### config.mk
export PLATFORM = sky130hd
export DESIGN_NAME = cme_engine
export DESIGN_NICKNAME = d
export VERILOG_FILES = /design/src/rtl/cme_pkg.sv /design/src/rtl/cme_range_check.sv /design/src/rtl/cme_walker.sv /design/src/rtl/cme_engine.sv
export SDC_FILE = /design/constraint.sdc
export NUM_CORES = 1
export LEC_CHECK = 0
export BUFFER_PORTS_ARGS = -buffer_cell sky130_fd_sc_hd__buf_2
export CAP_MARGIN = 40
export CORE_AREA = 2 2 165 167
export CTS_BUF_LIST = sky130_fd_sc_hd__clkbuf_8
export DETAILED_ROUTE_END_ITERATION = 6
export DIE_AREA = 0 0 167 169
export PLACE_DENSITY = 0.6
export SLEW_MARGIN = 20
export SYNTH_ARGS = -nofsm -noshare
export SYNTH_HDL_FRONTEND = slang
export SYNTH_SLANG_ARGS = --single-unit
### constraint.sdc
create_clock -name clk_i -period 8.2 [get_ports clk_i]
set_input_delay 0 -clock clk_i [delete_from_list [all_inputs] [get_ports clk_i]]
set_output_delay 0 -clock clk_i [all_outputs]
set_load 0.1 [all_outputs]
### src/rtl/cme_pkg.sv
package cme_pkg;
  typedef enum logic [2:0] {
    OP_CLN_START = 3'd0,
    OP_CLN_END   = 3'd1,
    OP_INV_START = 3'd2,
    OP_INV_END   = 3'd3,
    OP_LINE_CLN  = 3'd4,
    OP_LINE_INV  = 3'd5,
    OP_LINE_CI   = 3'd6,
    OP_INV_ALL   = 3'd7
  } op_e;

  typedef enum logic [1:0] {
    K_CLEAN     = 2'd0,
    K_INV       = 2'd1,
    K_CLEAN_INV = 2'd2,
    K_INV_IDX   = 2'd3
  } kind_e;
endpackage

### src/rtl/cme_range_check.sv
module cme_range_check #(
  parameter int ADDR_W   = 32,
  parameter int LINE_OFF = 5,
  parameter int PAGE_OFF = 12,
  localparam int LINE_W  = ADDR_W - LINE_OFF
) (
  input  logic [ADDR_W-1:0] start_i,
  input  logic [ADDR_W-1:0] end_i,
  output logic              ok_o,
  output logic [LINE_W-1:0] first_o,
  output logic [LINE_W-1:0] last_o
);
  logic [LINE_W:0] first_ext;
  logic            same_page;
  logic            ordered;

  // first line base at or above start; extra bit catches wrap at top of space
  assign first_ext = {1'b0, start_i[ADDR_W-1:LINE_OFF]} +
                     (LINE_W+1)'(|start_i[LINE_OFF-1:0]);
  assign last_o    = end_i[ADDR_W-1:LINE_OFF];
  assign first_o   = first_ext[LINE_W-1:0];
  assign same_page = start_i[ADDR_W-1:PAGE_OFF] == end_i[ADDR_W-1:PAGE_OFF];
  assign ordered   = end_i >= start_i;
  assign ok_o      = ordered && same_page && (first_ext <= {1'b0, last_o});
endmodule

### src/rtl/cme_walker.sv
module cme_walker #(
  parameter int LINE_W = 27,
  parameter int PG_W   = 7
) (
  input  logic              clk_i,
  input  logic              rst_ni,
  input  logic              launch_i,
  input  logic [1:0]        kind_i,
  input  logic [LINE_W-1:0] first_i,
  input  logic [LINE_W-1:0] last_i,
  input  logic              ack_i,
  output logic              busy_o,
  output logic [1:0]        kind_o,
  output logic [LINE_W-1:0] line_o
);
  logic [LINE_W-1:0] cur_q, last_q;
  logic [1:0]        kind_q;
  logic              busy_q;

  always_ff @(posedge clk_i or negedge rst_ni) begin
    if (!rst_ni) begin
      busy_q <= 1'b0;
      cur_q  <= '0;
      last_q <= '0;
      kind_q <= '0;
    end else if (launch_i) begin
      busy_q <= 1'b1;
      cur_q  <= first_i;
      last_q <= last_i;
      kind_q <= kind_i;
    end else if (busy_q && ack_i) begin
      if (cur_q == last_q) busy_q <= 1'b0;
      else                 cur_q  <= cur_q + 1'b1;
    end
  end

  assign busy_o = busy_q;
  assign kind_o = kind_q;
  assign line_o = cur_q;


  hold_until_ack_chk: assert property (@(posedge clk_i) disable iff (!rst_ni)
    busy_q && !ack_i |=> busy_q && $stable(cur_q) && $stable(kind_q));


  step_chk: assert property (@(posedge clk_i) disable iff (!rst_ni)
    busy_q && ack_i && (cur_q != last_q) |=> busy_q && (cur_q == $past(cur_q) + 1'b1));


  same_page_chk: assert property (@(posedge clk_i) disable iff (!rst_ni)
    busy_q && (kind_q != cme_pkg::K_INV_IDX) |-> cur_q[LINE_W-1:PG_W] == last_q[LINE_W-1:PG_W]);


  launch_idle_chk: assert property (@(posedge clk_i) disable iff (!rst_ni)
    launch_i |-> !busy_q);
endmodule

### src/rtl/cme_engine.sv
module cme_engine #(
  parameter int ADDR_W     = 32,
  parameter int LINE_BYTES = 32,
  parameter int PAGE_BYTES = 4096,
  parameter int NUM_SETS   = 16,
  parameter int NUM_WAYS   = 4
) (
  input  logic              clk_i,
  input  logic              rst_ni,
  input  logic              cmd_valid_i,
  input  logic [2:0]        cmd_op_i,
  input  logic [ADDR_W-1:0] cmd_addr_i,
  output logic              stall_o,
  output logic              err_o,
  output logic              tag_req_o,
  output logic [1:0]        tag_kind_o,
  output logic [ADDR_W-1:0] tag_addr_o,
  input  logic              tag_ack_i
);
  import cme_pkg::*;

  localparam int LINE_OFF = $clog2(LINE_BYTES);
  localparam int PAGE_OFF = $clog2(PAGE_BYTES);
  localparam int LINE_W   = ADDR_W - LINE_OFF;
  localparam int PG_W     = PAGE_OFF - LINE_OFF;
  localparam int NUM_IDX  = NUM_SETS * NUM_WAYS;

  op_e               op;
  logic              busy, accept, launch, bad, rc_ok, err_q;
  logic [ADDR_W-1:0] cln_start_q, inv_start_q, start_sel;
  logic [LINE_W-1:0] rc_first, rc_last, first, last, wline;
  logic [1:0]        kind, wkind;

  assign op        = op_e'(cmd_op_i);
  assign accept    = cmd_valid_i && !busy;
  assign start_sel = (op == OP_INV_END) ? inv_start_q : cln_start_q;

  always_ff @(posedge clk_i or negedge rst_ni) begin
    if (!rst_ni) begin
      cln_start_q <= '0;
      inv_start_q <= '0;
      err_q       <= 1'b0;
    end else begin
      if (accept && op == OP_CLN_START) cln_start_q <= cmd_addr_i;
      if (accept && op == OP_INV_START) inv_start_q <= cmd_addr_i;
      err_q <= accept && bad;
    end
  end

  cme_range_check #(
    .ADDR_W(ADDR_W), .LINE_OFF(LINE_OFF), .PAGE_OFF(PAGE_OFF)
  ) u_range_check (
    .start_i(start_sel),
    .end_i  (cmd_addr_i),
    .ok_o   (rc_ok),
    .first_o(rc_first),
    .last_o (rc_last)
  );

  always_comb begin
    launch = 1'b0;
    bad    = 1'b0;
    kind   = K_CLEAN;
    first  = cmd_addr_i[ADDR_W-1:LINE_OFF];
    last   = cmd_addr_i[ADDR_W-1:LINE_OFF];
    unique case (op)
      OP_CLN_END, OP_INV_END: begin
        kind   = (op == OP_INV_END) ? K_INV : K_CLEAN;
        first  = rc_first;
        last   = rc_last;
        launch = rc_ok;
        bad    = !rc_ok;
      end
      OP_LINE_CLN: begin kind = K_CLEAN;     launch = 1'b1; end
      OP_LINE_INV: begin kind = K_INV;       launch = 1'b1; end
      OP_LINE_CI:  begin kind = K_CLEAN_INV; launch = 1'b1; end
      OP_INV_ALL: begin
        kind   = K_INV_IDX;
        first  = '0;
        last   = LINE_W'(NUM_IDX - 1);
        launch = 1'b1;
      end
      default: ;
    endcase
  end

  cme_walker #(.LINE_W(LINE_W), .PG_W(PG_W)) u_walker (
    .clk_i   (clk_i),
    .rst_ni  (rst_ni),
    .launch_i(accept && launch),
    .kind_i  (kind),
    .first_i (first),
    .last_i  (last),
    .ack_i   (tag_ack_i),
    .busy_o  (busy),
    .kind_o  (wkind),
    .line_o  (wline)
  );

  assign stall_o    = busy;
  assign tag_req_o  = busy;
  assign tag_kind_o = wkind;
  assign tag_addr_o = (wkind == K_INV_IDX) ? ADDR_W'(wline) : {wline, {LINE_OFF{1'b0}}};
  assign err_o      = err_q;


  err_quiet_chk: assert property (@(posedge clk_i) disable iff (!rst_ni)
    err_o |-> !stall_o && !tag_req_o);


  busy_cmd_chk: assert property (@(posedge clk_i) disable iff (!rst_ni)
    stall_o && cmd_valid_i |=> !err_o);


  rise_chk: assert property (@(posedge clk_i) disable iff (!rst_ni)
    $rose(stall_o) |-> $past(cmd_valid_i));
endmodule

# Word level (Yosys, flattened, before mapping)
# Index checks and enable logic that the tools add are counted.
[totals]
output_inout_bits = 37
latchBits = 0
in_bits = 39
n_memories = 0
mem_bits_rw = 0
rom_bits = 0
register_bits = 122
elab_cells = 54
[classes]
add_sub_neg = 2
n_eq_ne = 11
n_reduce_logical = 18
bitwise_logic = 0
order_cmp = 2
shift = 0
n_mux = 14
div_mod_pow = 0
multipliers = 0
[op_table]
columns = ["cell", "n"]
rows = [
  ["two-way mux 27 bit", 4],
  ["two-way mux 32 bit", 2],
  ["one-hot mux 27 bit (2 select lines)", 1],
  ["greater-or-equal comparator 32 bit", 1],
  ["adder 27 x 1 -> 28 bit", 1],
  ["<= comparator 28 x 27 -> 1 bit", 1],
  ["adder 27 x 1 -> 27 bit, second input constant", 1],
  ["== test 27 bit", 1],
  ["== test 20 bit", 1],
  ["== test 3 bit, second input constant", 4],
  ["logical AND 1 bit", 8],
  ["one-hot mux 2 bit (4 select lines)", 1],
  ["== test 3 x 2 -> 1 bit, second input constant", 2],
  ["two-way mux 1 bit", 5],
  ["OR reduction 5 bit", 1],
  ["AND reduction 2 bit", 2],
  ["nonzero test 2 bit", 2],
  ["OR reduction 4 bit", 1],
  ["== test 3 x 1 -> 1 bit, second input constant", 1],
  ["zero test 3 bit", 1],
  ["== test 2 bit, second input constant", 1],
  ["zero test 1 bit", 2],
  ["!= test 2 x 1 -> 1 bit, second input constant", 1],
  ["one-hot mux 1 bit (2 select lines)", 1],
  ["OR reduction 2 bit", 1],
]

# Logic depth before layout (Yosys ltp)
# Gate-level depths: netlist (run 1).
[depth]
ltp_word = 10
mapped_depth = 26
ltp_nobuf = 20

# By module
# From an unflattened synthesis (run 1), not the netlist that was laid out.
[hier_totals]
hier_cells = 888
area_unflattened_um2 = 9146.3
[modules_own_cells]
columns = ["mod", "seq_area_each_um2", "cells_each", "instances", "area_each_um2"]
rows = [
  ["cme_engine", 1626.6, 286, 1, 3812.4],
  ["cme_walker", 1426.4, 303, 1, 3163.0],
  ["cme_range_check", 0.0, 299, 1, 2170.8],
]

# Worst setup path before layout (run 1)
# No wires, ideal clock.
[synth_path]
path_kind = "input -> register"
from = "in cmd_op_i[0]"
to = "reg u_walker.last_q[26]"
stages = 25
setup_time_ns = 0.128
t_required_ns = 8.072
slack_ns = 3.369
path_buffers = 6
t_arrival_ns = 4.704
cell_sequence = "buf_2 -> nand3b_1 -> buf_2 -> buf_2 -> buf_1 -> mux2i_1 -> and3_1 -> nand4_1 -> ha_1 -> nand3_1 -> nor4_2 -> o22ai_1 -> nor2b_1 -> xnor2_1 -> ha_1 -> a21oi_1 -> o21ai_0 -> a211oi_1 -> nor3_1 -> a21o_1 -> o21ai_2 -> and2_4 -> buf_6 -> buf_6 -> mux2_1"
[synth_between]
elab_chain_len = 8
elab_cells_between_ends = 19
cone_classes = "1 x add/sub; 2 x order compare; 7 x eq/ne; 3 x mux; 6 x reduce/logical"
[synth_lines]
columns = ["element", "line", "text"]
rows = [
  ["start: declaration", "cme_engine.sv:11", "input logic [2:0] cmd_op_i,"],
  ["== test 3 x 2 -> 1 bit", "cme_engine.sv:36, cme_engine.sv:66", ""],
  ["two-way mux 32 bit", "cme_engine.sv:36", "assign start_sel = (op == OP_INV_END) ? inv_start_q : cln_start_q;"],
  ["OR reduction 5 bit", "cme_range_check.sv:19", "(LINE_W+1)'(|start_i[LINE_OFF-1:0]);"],
  ["adder 27 x 1 -> 28 bit", "cme_range_check.sv:18", "assign first_ext = {1'b0, start_i[ADDR_W-1:LINE_OFF]} +"],
  ["<= comparator 28 x 27 -> 1 bit", "cme_range_check.sv:24", "assign ok_o = ordered && same_page && (first_ext <= {1'b0, last_o});"],
  ["logical AND 1 bit", "cme_range_check.sv:24", ""],
  ["one-hot mux 1 bit (2 select lines)", "cme_engine.sv:66", "unique case (op)"],
  ["logical AND 1 bit", "cme_engine.sv:90", ".launch_i(accept && launch),"],
  ["end signal: assignment", "cme_walker.sv:29", "last_q <= last_i;"],
  ["end: declaration", "cme_walker.sv:16", "logic [LINE_W-1:0] cur_q, last_q;"],
]
# Several ways; a longest one is shown, not always the timed one.
# A chain may end at the register's enable or synchronous reset.

# Final worst setup path (run 1)
[layout_path]
from = "in cmd_op_i[2]"
to = "reg u_walker.last_q[26]"
# Same word-level chain as after synthesis.

==> impl_metrics.env, run 1 <==
export IMPL_status="finished, final reports clean"
export IMPL_ios=76
export IMPL_critical_path_max_stage_delay_ns=0.58
export IMPL_hold_viol_final=0
export IMPL_synthTopCellsByCount="dfrtp_1 (122), nand2_1 (114), o21ai_0 (73)"
export IMPL_layoutNonFillerInstCount=1386
export IMPL_viasPerCell=5.30
export IMPL_dieWidth_um=167
export IMPL_drv_cap=0
export IMPL_drv_slew=0
export IMPL_detail_route_antenna_nets=0
export IMPL_grt_max_degree=58
export IMPL_worstHoldPathType="input port to flop"
export IMPL_endpoint_kind="flop"
export IMPL_r2r_cells=19
export IMPL_place_congestion=0.917
export IMPL_synthArstFlopShare_pct=100
export IMPL_cts_clk_slew_worst_paths_ns=0.07
export IMPL_setup_tns_ns=0
export IMPL_cp_endpoint="u_walker.last_q[26]"
export IMPL_yosysTopAreaCell="dfrtp_1"
export IMPL_synth_edf_count=0
export IMPL_synth_ff_type="dfrtp_1"
export IMPL_dieHeight_um=169
export IMPL_ys_types=64
export IMPL_layout_nets=1133
export IMPL_rsz0062_at_grt="no"
export IMPL_rows=60
export IMPL_fmax_mhz=185
export IMPL_ys_warn_count=0
export IMPL_grt_overflow_total=0
export IMPL_p_leak_nw=4.69
export IMPL_core_area_um2=26500
export IMPL_htreeDepth=4
export IMPL_synth_top_cells_by_area="dfrtp_1 (36%), ha_1 (9.1%), mux2i_1 (8.1%), nand2_1 (5.0%), xnor2_1 (4.8%)"
export IMPL_wirelength_um=26800
export IMPL_multi_input_area_um2=5090
export IMPL_drive_above_1_share_pct=15.9
export IMPL_wl_per_cell_um=19.3
export IMPL_power_density_nw_per_um2=331
export IMPL_utilization_pct=38.2
export IMPL_grt_pass1_wl_um=42400
export IMPL_worstReg2RegStart="cln_start_q[4]"
export IMPL_drt_pass1_iter_count=5
export IMPL_start_util_pct=32.3
export IMPL_crit_arrival_ns=5.74
export IMPL_startpoint="cmd_op_i[2]"
export IMPL_drt_initial_drc_count=608
export IMPL_die_area_um2=28200
export IMPL_ir_worst_vdd_v=0.000451
export IMPL_root_buffer="clkbuf_8"
export IMPL_cp_cell_sequence="dlygate4sd3_1 -> buf_2 -> nand3b_1 -> buf_4 -> nand2_1 -> nand2_1 -> ha_1 -> nand3_1 -> nor4_2 -> o22ai_1 -> nor2b_1 -> xnor2_1 -> ha_1 -> a21oi_1 -> o21ai_0 -> a211oi_1 -> nor3_1 -> a21o_1 -> o21ai_2 -> buf_4 -> and2_4 -> mux2_1"
export IMPL_critPathMaxFanout=40
export IMPL_cts_hold_buf=36
export IMPL_start_kind="input port"
export IMPL_syn2layout_area_growth_pct=18.3
export IMPL_setup_viol=0
export IMPL_ctsResizeCount=0
export IMPL_diodes=0
export IMPL_synth_cells=939
export IMPL_clk_latency_ns=0.44
export IMPL_syn_area_um2=8560
export IMPL_required_ns=8.52
export IMPL_path_class="input port to flop"
export IMPL_cts_sinks=122
export IMPL_postCtsSetupBuffers=0
export IMPL_synth_top_area_share_pct=35.7
export IMPL_dpl_cell_count=1318
export IMPL_regArea_um2=3050
export IMPL_hpwl_um=20700
export IMPL_io_buffer_count=75
export IMPL_min_period_ns=5.42
export IMPL_nFillCells=2656
export IMPL_skew_ns=0.00789
export IMPL_grt_pass1_vias=7308
export IMPL_post_route_period_util_pct=66.1
export IMPL_relSlewSlack_pct=41.4
export IMPL_syn_num_nets=1040
export IMPL_num_vias=7343
export IMPL_synth_avg_cell_area_um2=9.11
export IMPL_tightest_slew_ns=0.854
export IMPL_drc=0
export IMPL_cp_slowest_cell="and2_4"
export IMPL_rr_endpoint="u_walker.last_q[26]"
export IMPL_cts_made_buffers=17
export IMPL_grt_usage_pct=19.5
export IMPL_seq_area_frac_synth_pct=35.7
export IMPL_yosysMostFrequentCell="dfrtp_1"
export IMPL_cts_buffer_depth=2
export IMPL_antenna_found_initial=0
export IMPL_synth_seq_cells=122
export IMPL_r2r_slack_ns=3.10
export IMPL_tritoncts="yes"
## state kept, by name, indices dropped and copies added, names as in the netlist
signal,cells
err_o,1
u_walker.last_q,27
u_walker.kind_o,2
inv_start_q,32
cln_start_q,32
u_walker.busy_o,1
u_walker.line_o,27
## routing by layer
layer / vias to the layer above / track usage (%) / wire length (um)
li1: 3540 / - / -
met1: 3479 / 27.2 / 12500
met2: 276 / 30.0 / 11800
met3: 48 / 3.44 / 1570
met4: 0 / 7.53 / 886
met5: - / 0 / 0
## cell families (layout without fill, tap and decap cells)
group	after synthesis	in the layout	synth area share [%]
AND/OR/NAND/NOR	298	298	17.3
AO/OA/AOI/OAI	181	181	13.0
XOR/XNOR	68	68	6.96
multiplexers	105	105	13.1
buffers and inverters	103	209	4.88
flip-flops	122	122	35.7
adder cells (fa/ha/maj)	62	62	9.07
## how the worst min path moves through the flow
stage	start	to	slack, ns	cells past startpoint
CTS	cmd_op_i[0]	u_walker.kind_o[0]	0.05	3
floorplan	rst_ni	cln_start_q[0]	-0.30	0
global placement	rst_ni	inv_start_q[0]	0.07	1
finish	cmd_op_i[0]	u_walker.kind_o[0]	0.11	3
detailed placement	rst_ni	cln_start_q[4]	0.08	1
global route	cmd_op_i[0]	u_walker.kind_o[0]	0.07	3
## critical path, delay by kind of cell
family,cells,cell delay (ns)
buf+inv,4,1.48
xor+xnor,1,0.17
mux,1,0.38
fa+ha+maj,2,0.50
simple gates,8,1.88
compound gates,6,1.31
## through the flow
step	worst slack, ns	area (um^2)	power (mW)	hold WS [ns]
5_1_grt	2.45	10100	3.55	0.0714
6_report	2.78	10100	3.35	0.113
3_5_place_dp	2.91	9310	2.73	0.0777
4_1_cts	2.85	10100	3.36	0.0480
2_1_floorplan	3.37	8560	2.34	-0.296
3_3_place_gp	2.96	9210	2.71	0.0738
## final cells by class
type	instances	share of cell area [%]
Clock inverter	14	1.95
Inverter	53	1.97
Sequential cell	122	30.2
Timing Repair Buffer	124	8.96
Multi-Input combinational cell	714	50.3
Clock buffer	18	2.45
Tap cell	341	4.22
## power by group
group / internal [mW] / switching, mW
Sequential: 0.826 / 0.290
Clock: 0.341 / 0.257
Combinational: 0.527 / 1.11
## placed cells by master (no fill, tap or decap), drive strengths merged, types with 16 or more instances in the layout
master | Yosys | final
nand3 | 43 | 43
clkbuf | 35 | 18
a21oi | 31 | 31
a22oi | 20 | 20
mux2 | 36 | 36
nand2 | 115 | 115
dfrtp | 122 | 122
o21ai | 74 | 74
nor2 | 35 | 35
buf | 15 | 88
and2 | 16 | 16
xor2 | 21 | 21
nand4 | 26 | 26
inv | 53 | 55
ha | 62 | 62
dlygate4sd3 | 0 | 36
xnor2 | 47 | 47
and3 | 16 | 16
mux2i | 69 | 69
No activity file was read; power rests on OpenSTA's default activity.
==> run 2: changes to the inputs <==
ABC_AREA = 1   (was default)
CORE_AREA = 2 2 167 169   (was 2 2 165 167)
DIE_AREA = 0 0 169 171   (was 0 0 167 169)
clock period = 5.5 ns   (was 8.2 ns; I/O delays follow)
==> run 2 against run 1 <==
  * Sequential share of layout area shrank 0.35 points
  * Wire length shrank 0.17%
  * Cell area grew 1.2%
  * Flip-flop and latch count is the same
  * Highest routed layer unchanged
==> impl_metrics.env, run 2 <==
export IMPL_grt_pass1_vias=7831
export IMPL_muxShareOfSynthArea_pct=0.342
export IMPL_synthArstFlopShare_pct=100
export IMPL_tightest_slew_ns=0.846
export IMPL_synth_top_family_by_area="simple AND/OR/NAND/NOR gates"
export IMPL_die_area_um2=28900
export IMPL_drv_slew=0
export IMPL_post_route_period_util_pct=90.2
export IMPL_synthTopCellsByCount="nand2_1 (348), o21ai_0 (142), inv_1 (138)"
export IMPL_min_period_ns=4.96
export IMPL_p_leak_nw=5.19
export IMPL_path_class="input port to flop"
export IMPL_cts_clk_slew_worst_paths_ns=0.08
export IMPL_cts_buffer_depth=2
export IMPL_ir_worst_vdd_v=0.000150
export IMPL_cts_made_buffers=17
export IMPL_ys_warn_count=0
export IMPL_ys_types=41
export IMPL_tritoncts="yes"
export IMPL_synth_cells=1224
export IMPL_cts_sinks=122
export IMPL_wirelength_um=26800
export IMPL_grt_max_degree=65
export IMPL_layout_commonest_cell="nand2_1"
export IMPL_synth_top_cells_by_area="dfrtp_1 (35%), nand2_1 (15%), ha_1 (8.8%), o21ai_0 (8.1%), inv_1 (5.9%)"
export IMPL_rows=61
export IMPL_worstHoldPathType="input port to flop"
export IMPL_core_area_um2=27300
export IMPL_critPathBufInv=6
export IMPL_required_ns=5.83
export IMPL_relSlewSlack_pct=43.2
export IMPL_num_vias=8236
export IMPL_synth_avg_cell_area_um2=7.17
export IMPL_drt_initial_drc_count=765
export IMPL_synth_compound_area_share_pct=13.6
export IMPL_dieWidth_um=169
export IMPL_synthAdderAreaFrac_pct=8.84
export IMPL_hold_viol_final=0
export IMPL_yosys_area_share_simple_pct=27.0
export IMPL_syn_num_nets=1325
export IMPL_synth_ff_type="dfrtp_1"
export IMPL_detail_route_antenna_nets=0
export IMPL_synth_edf_count=0
export IMPL_critPathMaxFanout=31
export IMPL_dieHeight_um=171
export IMPL_grt_pass1_wl_um=42600
export IMPL_synth_seq_cells=122
export IMPL_setup_viol=0
export IMPL_grt_overflow_total=0
export IMPL_critical_path_max_stage_delay_ns=0.56
export IMPL_drv_cap=0
export IMPL_htreeDepth=4
export IMPL_mostFrequentLayoutCells="nand2_1 (348), o21ai_0 (142), inv_1 (138)"
export IMPL_endpoint_kind="flop"
export IMPL_path_delay_family="simple AND/OR/NAND/NOR gates"
export IMPL_power_density_nw_per_um2=529
export IMPL_hpwl_um=20700
export IMPL_drc=0
export IMPL_drt_pass1_iter_count=6
export IMPL_utilization_pct=37.5
export IMPL_syn2layout_area_growth_pct=16.6
export IMPL_place_congestion=0.899
export IMPL_cp_slowest_cell="dlygate4sd3_1"
export IMPL_cp_common_cell="nand2_1"
export IMPL_ios=76
export IMPL_fmax_mhz=202
export IMPL_start_util_pct=32.1
export IMPL_skew_ns=0.0129
export IMPL_antenna_found_initial=0
export IMPL_postCtsSetupBuffers=0
export IMPL_seq_area_frac_synth_pct=34.8
export IMPL_diodes=0
export IMPL_wl_per_cell_um=16.1
export IMPL_layout_nets=1408
export IMPL_syn_area_um2=8780
export IMPL_yosysMostFrequentCell="nand2_1"
export IMPL_yosys_area_share_xor_xnor_pct=5.89
export IMPL_rsz0062_at_grt="no"
export IMPL_setup_tns_ns=0
export IMPL_status="finished, final reports clean"
export IMPL_io_buffer_count=75
export IMPL_start_kind="input port"
export IMPL_yosysTopAreaCell="dfrtp_1"
export IMPL_drive_above_1_share_pct=11.9
export IMPL_total_power_mw=5.42
export IMPL_grt_usage_pct=19.2
export IMPL_reg_largest_list="cln_start_q (32), inv_start_q (32)"
export IMPL_viasPerCell=4.94
export IMPL_synth_top_area_share_pct=34.8
export IMPL_clk_latency_ns=0.46
export IMPL_crit_arrival_ns=5.29
export IMPL_root_buffer="clkbuf_8"
==> run 2: cell type report <==
class | instances | area [um^2]
clock buffer | 18 | 248
sequential | 122 | 3050
inverter | 141 | 536
clock inverter | 14 | 195
fill | 2910 | 17100
timing repair buffer | 121 | 881
multi-input combinational | 904 | 4890
tap | 346 | 433
==> run 2: worst register-to-register path: cells and delay by family (launching register included) <==
| kind | cells | cell delay [ns] |
|---|---|---|
| adder cells (fa/ha/maj) | 3 | 0.70 |
| AND/OR/NAND/NOR | 18 | 2.31 |
| flip-flops | 1 | 0.35 |
| AO/OA/AOI/OAI | 2 | 0.39 |
| buffers and inverters | 4 | 0.62 |
| XOR/XNOR | 1 | 0.15 |
==> run 2: cell families after synthesis <==
kind of cell	count (synthesis)
simple gates	558
buf+inv	198
flops	122
compound gates	222
fa+ha+maj	62
xor+xnor	59
mux	3
==> run 2: per-stage QoR <==
step                setup WS (ns)  area (um^2)  hold slack [ns]  cells
finish                      0.538        10200           0.0477   1666
global route              0.00102        10200           0.0456   1666
CTS                         0.449        10200          0.00976   1663
detailed placement          0.422         9380            0.158   1596
global placement            0.603         9350            0.154   1594
floorplan                    1.81         8780           -0.296   1224
==> run 2: timing repair <==
item | in CTS | in global routing
setup endpoints to repair | 0 | 13
hold buffers | 35 | 1
gates resized for setup | 0 | 1
endpoints found under the hold margin | 156 | 6
==> run 2: path summary, 6_finish.rpt <==
kind / slack, ns / from / to / depth (start not counted)
min in group asynchronous: 0.44 / rst_ni / u_walker.line_o[1] / 3
setup reg to reg: 0.86 / cln_start_q[4] / u_walker.last_q[2] / 28
setup / recovery: 0.54 / cmd_op_i[2] / u_walker.last_q[2] / 30
hold reg to reg: 0.48 / cln_start_q[9] / cln_start_q[9] / 2
hold / removal: 0.05 / cmd_op_i[1] / u_walker.kind_o[1] / 3
max in group asynchronous: 4.38 / rst_ni / cln_start_q[27] / 5
==> run 2: power breakdown <==
group	internal [mW]	leakage [nW]	switching (mW)	total, mW
Combinational	0.791	3.43	2.10	2.90
Clock	0.508	0.217	0.397	0.905
Sequential	1.26	1.54	0.357	1.62
Total	2.56	5.19	2.86	5.42
==> run 2: per-layer routing <==
layer	track usage [%]	routed length (um)
met5	0	0
met4	5.35	427
met3	3.38	1710
met2	30.1	11800
met1	27.2	12900
==> run 3: changes to the inputs <==
CORE_AREA = 2 2 192 147   (was 2 2 167 169)
DIE_AREA = 0 0 194 149   (was 0 0 169 171)
==> run 3 against run 2 <==
  * Via count grew 0.34%
  * Flip-flop and latch count unchanged
  * Highest routed layer unchanged
  * Sequential power about the same
  * Setup slack improved by 0.16 ns
  * Sequential share of layout area about the same
  * Clock power is essentially flat
  * Critical endpoint is now u_walker.line_o[10]
  * Global-route usage increased by 0.42 points
  * Wire length up 2.7%
  * First-iteration DRC count down 23%
  * Non-clock buffer count is 3 higher
  * Worst hold slack gained 0.0020 ns
==> impl_metrics.env, run 3 (same netlist as run 2, synthesis figures left out) <==
export IMPL_status="finished, final reports clean"
export IMPL_core_area_um2=27300
export IMPL_cts_made_buffers=17
export IMPL_dieHeight_um=149
export IMPL_grt_max_degree=63
export IMPL_rr_endpoint="u_walker.line_o[10]"
export IMPL_io_buffer_count=75
export IMPL_hold_end="u_walker.kind_o[0]"
export IMPL_root_buffer="clkbuf_8"
export IMPL_diodes=0
export IMPL_cp_slowest_cell="dlygate4sd3_1"
export IMPL_setup_tns_ns=0
export IMPL_htreeDepth=4
export IMPL_power_switching_mw=2.89
export IMPL_seq_power_share_pct=29.9
export IMPL_r2r_cells=29
export IMPL_drt_pass1_iter_count=5
export IMPL_dpl_cell_count=1609
export IMPL_place_congestion=0.972
export IMPL_min_from="cmd_op_i[0]"
export IMPL_drv_cap=0
export IMPL_required_ns=5.88
export IMPL_path_class="input port to flop"
export IMPL_power_density_nw_per_um2=531
export IMPL_clk_latency_ns=0.48
export IMPL_hold_path_depth=3
export IMPL_cts_hold_buf=36
export IMPL_utilization_pct=37.5
export IMPL_critPathMaxFanout=53
export IMPL_p_comb_share_pct=53.5
export IMPL_layout_nets=1411
export IMPL_tritoncts="yes"
export IMPL_start_util_pct=32.1
export IMPL_crit_arrival_ns=5.18
export IMPL_worstReg2RegStart="cln_start_q[4]"
export IMPL_ctsResizeCount=0
export IMPL_grt_overflow_total=0
export IMPL_cts_buffer_depth=2
export IMPL_die_area_um2=28900
export IMPL_start_kind="input port"
export IMPL_postLayoutCellArea_um2=10200
export IMPL_viasPerCell=4.92
export IMPL_drc=0
export IMPL_cts_clk_slew_worst_paths_ns=0.09
export IMPL_rows=53
export IMPL_rsz0062_at_grt="no"
export IMPL_reg_largest_list="cln_start_q (32), inv_start_q (32)"
export IMPL_wl_per_cell_um=16.4
export IMPL_hpwl_um=21000
export IMPL_drv_slew=0
export IMPL_layoutNonFillerInstCount=1680
export IMPL_power_internal_mw=2.55
export IMPL_critical_path_max_stage_delay_ns=0.53
export IMPL_grt_usage_pct=19.6
export IMPL_worstHoldPathType="input port to flop"
export IMPL_cp_common_cell="nand2_1"
export IMPL_min_period_ns=4.80
export IMPL_tightest_slew_ns=0.803
export IMPL_fmax_mhz=208
export IMPL_endpoint_kind="flop"
export IMPL_wirelength_um=27500
export IMPL_cts_sinks=122
export IMPL_setup_viol=0
export IMPL_relSlewSlack_pct=46.3
export IMPL_p_leak_nw=5.20
export IMPL_ios=76
export IMPL_syn2layout_area_growth_pct=16.7
export IMPL_detail_route_antenna_nets=0
export IMPL_ir_worst_vdd_v=0.000418
export IMPL_placed_area_um2=9400
export IMPL_total_power_mw=5.44
export IMPL_mostFrequentLayoutCells="nand2_1 (348), o21ai_0 (142), inv_1 (139)"
export IMPL_skew_ns=0.0171
export IMPL_hold_viol_final=0
export IMPL_postCtsSetupBuffers=0
export IMPL_drive_above_1_share_pct=11.9
export IMPL_dieWidth_um=194
export IMPL_p_clk_share_pct=16.6
export IMPL_switching_share_pct=53.1
export IMPL_drt_initial_drc_count=589
export IMPL_layout_commonest_cell="nand2_1"
export IMPL_grt_pass1_vias=7794
export IMPL_post_route_period_util_pct=87.3
export IMPL_antenna_found_initial=0
export IMPL_grt_pass1_wl_um=44000
export IMPL_num_vias=8264
export IMPL_r2r_slack_ns=0.88
==> run 3: cell count changes in the layout (fill, tap and decap cells not counted), sizes merged <==
cell	delta
clkinv	+2
clkbuf	-1
dlygate4sd3	+1
inv	-1
buf	+2
==> run 3: stage by stage <==
stage               setup slack [ns]  hold slack [ns]
floorplan                       1.81           -0.296
global placement               0.822            0.131
detailed placement             0.764            0.144
CTS                            0.702           0.0231
global route                  0.0998           0.0523
finish                         0.700           0.0497
==> run 3: final cells by class <==
class / instances / area, um^2
tap: 357 / 447
sequential: 122 / 3050
inverter: 141 / 532
clock inverter: 15 / 203
timing repair buffer: 124 / 888
multi-input combinational: 904 / 4890
clock buffer: 17 / 234
fill: 2882 / 17100
==> run 3: per-layer routing <==
layer  vias to the layer above  share of wire (%)  track usage [%]  wire, um
li1                       4137                  -                -         -
met1                      3852                 50             29.2     13700
met2                       249                 42             28.4     11600
met3                        26                6.7             4.41      1830
met4                         0                1.3             5.19       346
met5                         -                  0                0         0
==> run 3: how the worst max path moves through the flow <==
stage,start,end,slack [ns],cells after the start
after global placement,cmd_op_i[1],u_walker.line_o[16],0.82,32
after CTS,cmd_op_i[1],u_walker.line_o[16],0.70,33
after detailed placement,cmd_op_i[1],u_walker.line_o[16],0.76,32
after global routing,cmd_op_i[1],u_walker.line_o[14],0.1,33
after floorplan,u_walker.kind_o[0],tag_addr_o[22],1.81,4
final,cmd_op_i[1],u_walker.line_o[10],0.70,33
==> run 3: worst max-delay path: cells and delay by family <==
| kind | cells | cell delay, ns |
|---|---|---|
| fa+ha+maj | 3 | 0.70 |
| xor+xnor | 1 | 0.15 |
| compound gates | 2 | 0.20 |
| simple gates | 21 | 2.77 |
| buf+inv | 6 | 1.29 |
==> run 3: power groups by stage <==
| stage | registers [mW] | clock network, mW | logic (mW) |
|---|---|---|---|
| 6_report | 1.63 | 0.902 | 2.91 |
| 5_1_grt | 1.68 | 0.963 | 3.21 |
| 4_1_cts | 1.63 | 0.925 | 2.90 |
| 3_5_place_dp | 1.64 | 0 | 2.87 |
| 3_3_place_gp | 1.63 | 0 | 2.83 |
| 2_1_floorplan | 1.54 | 0 | 2.34 |
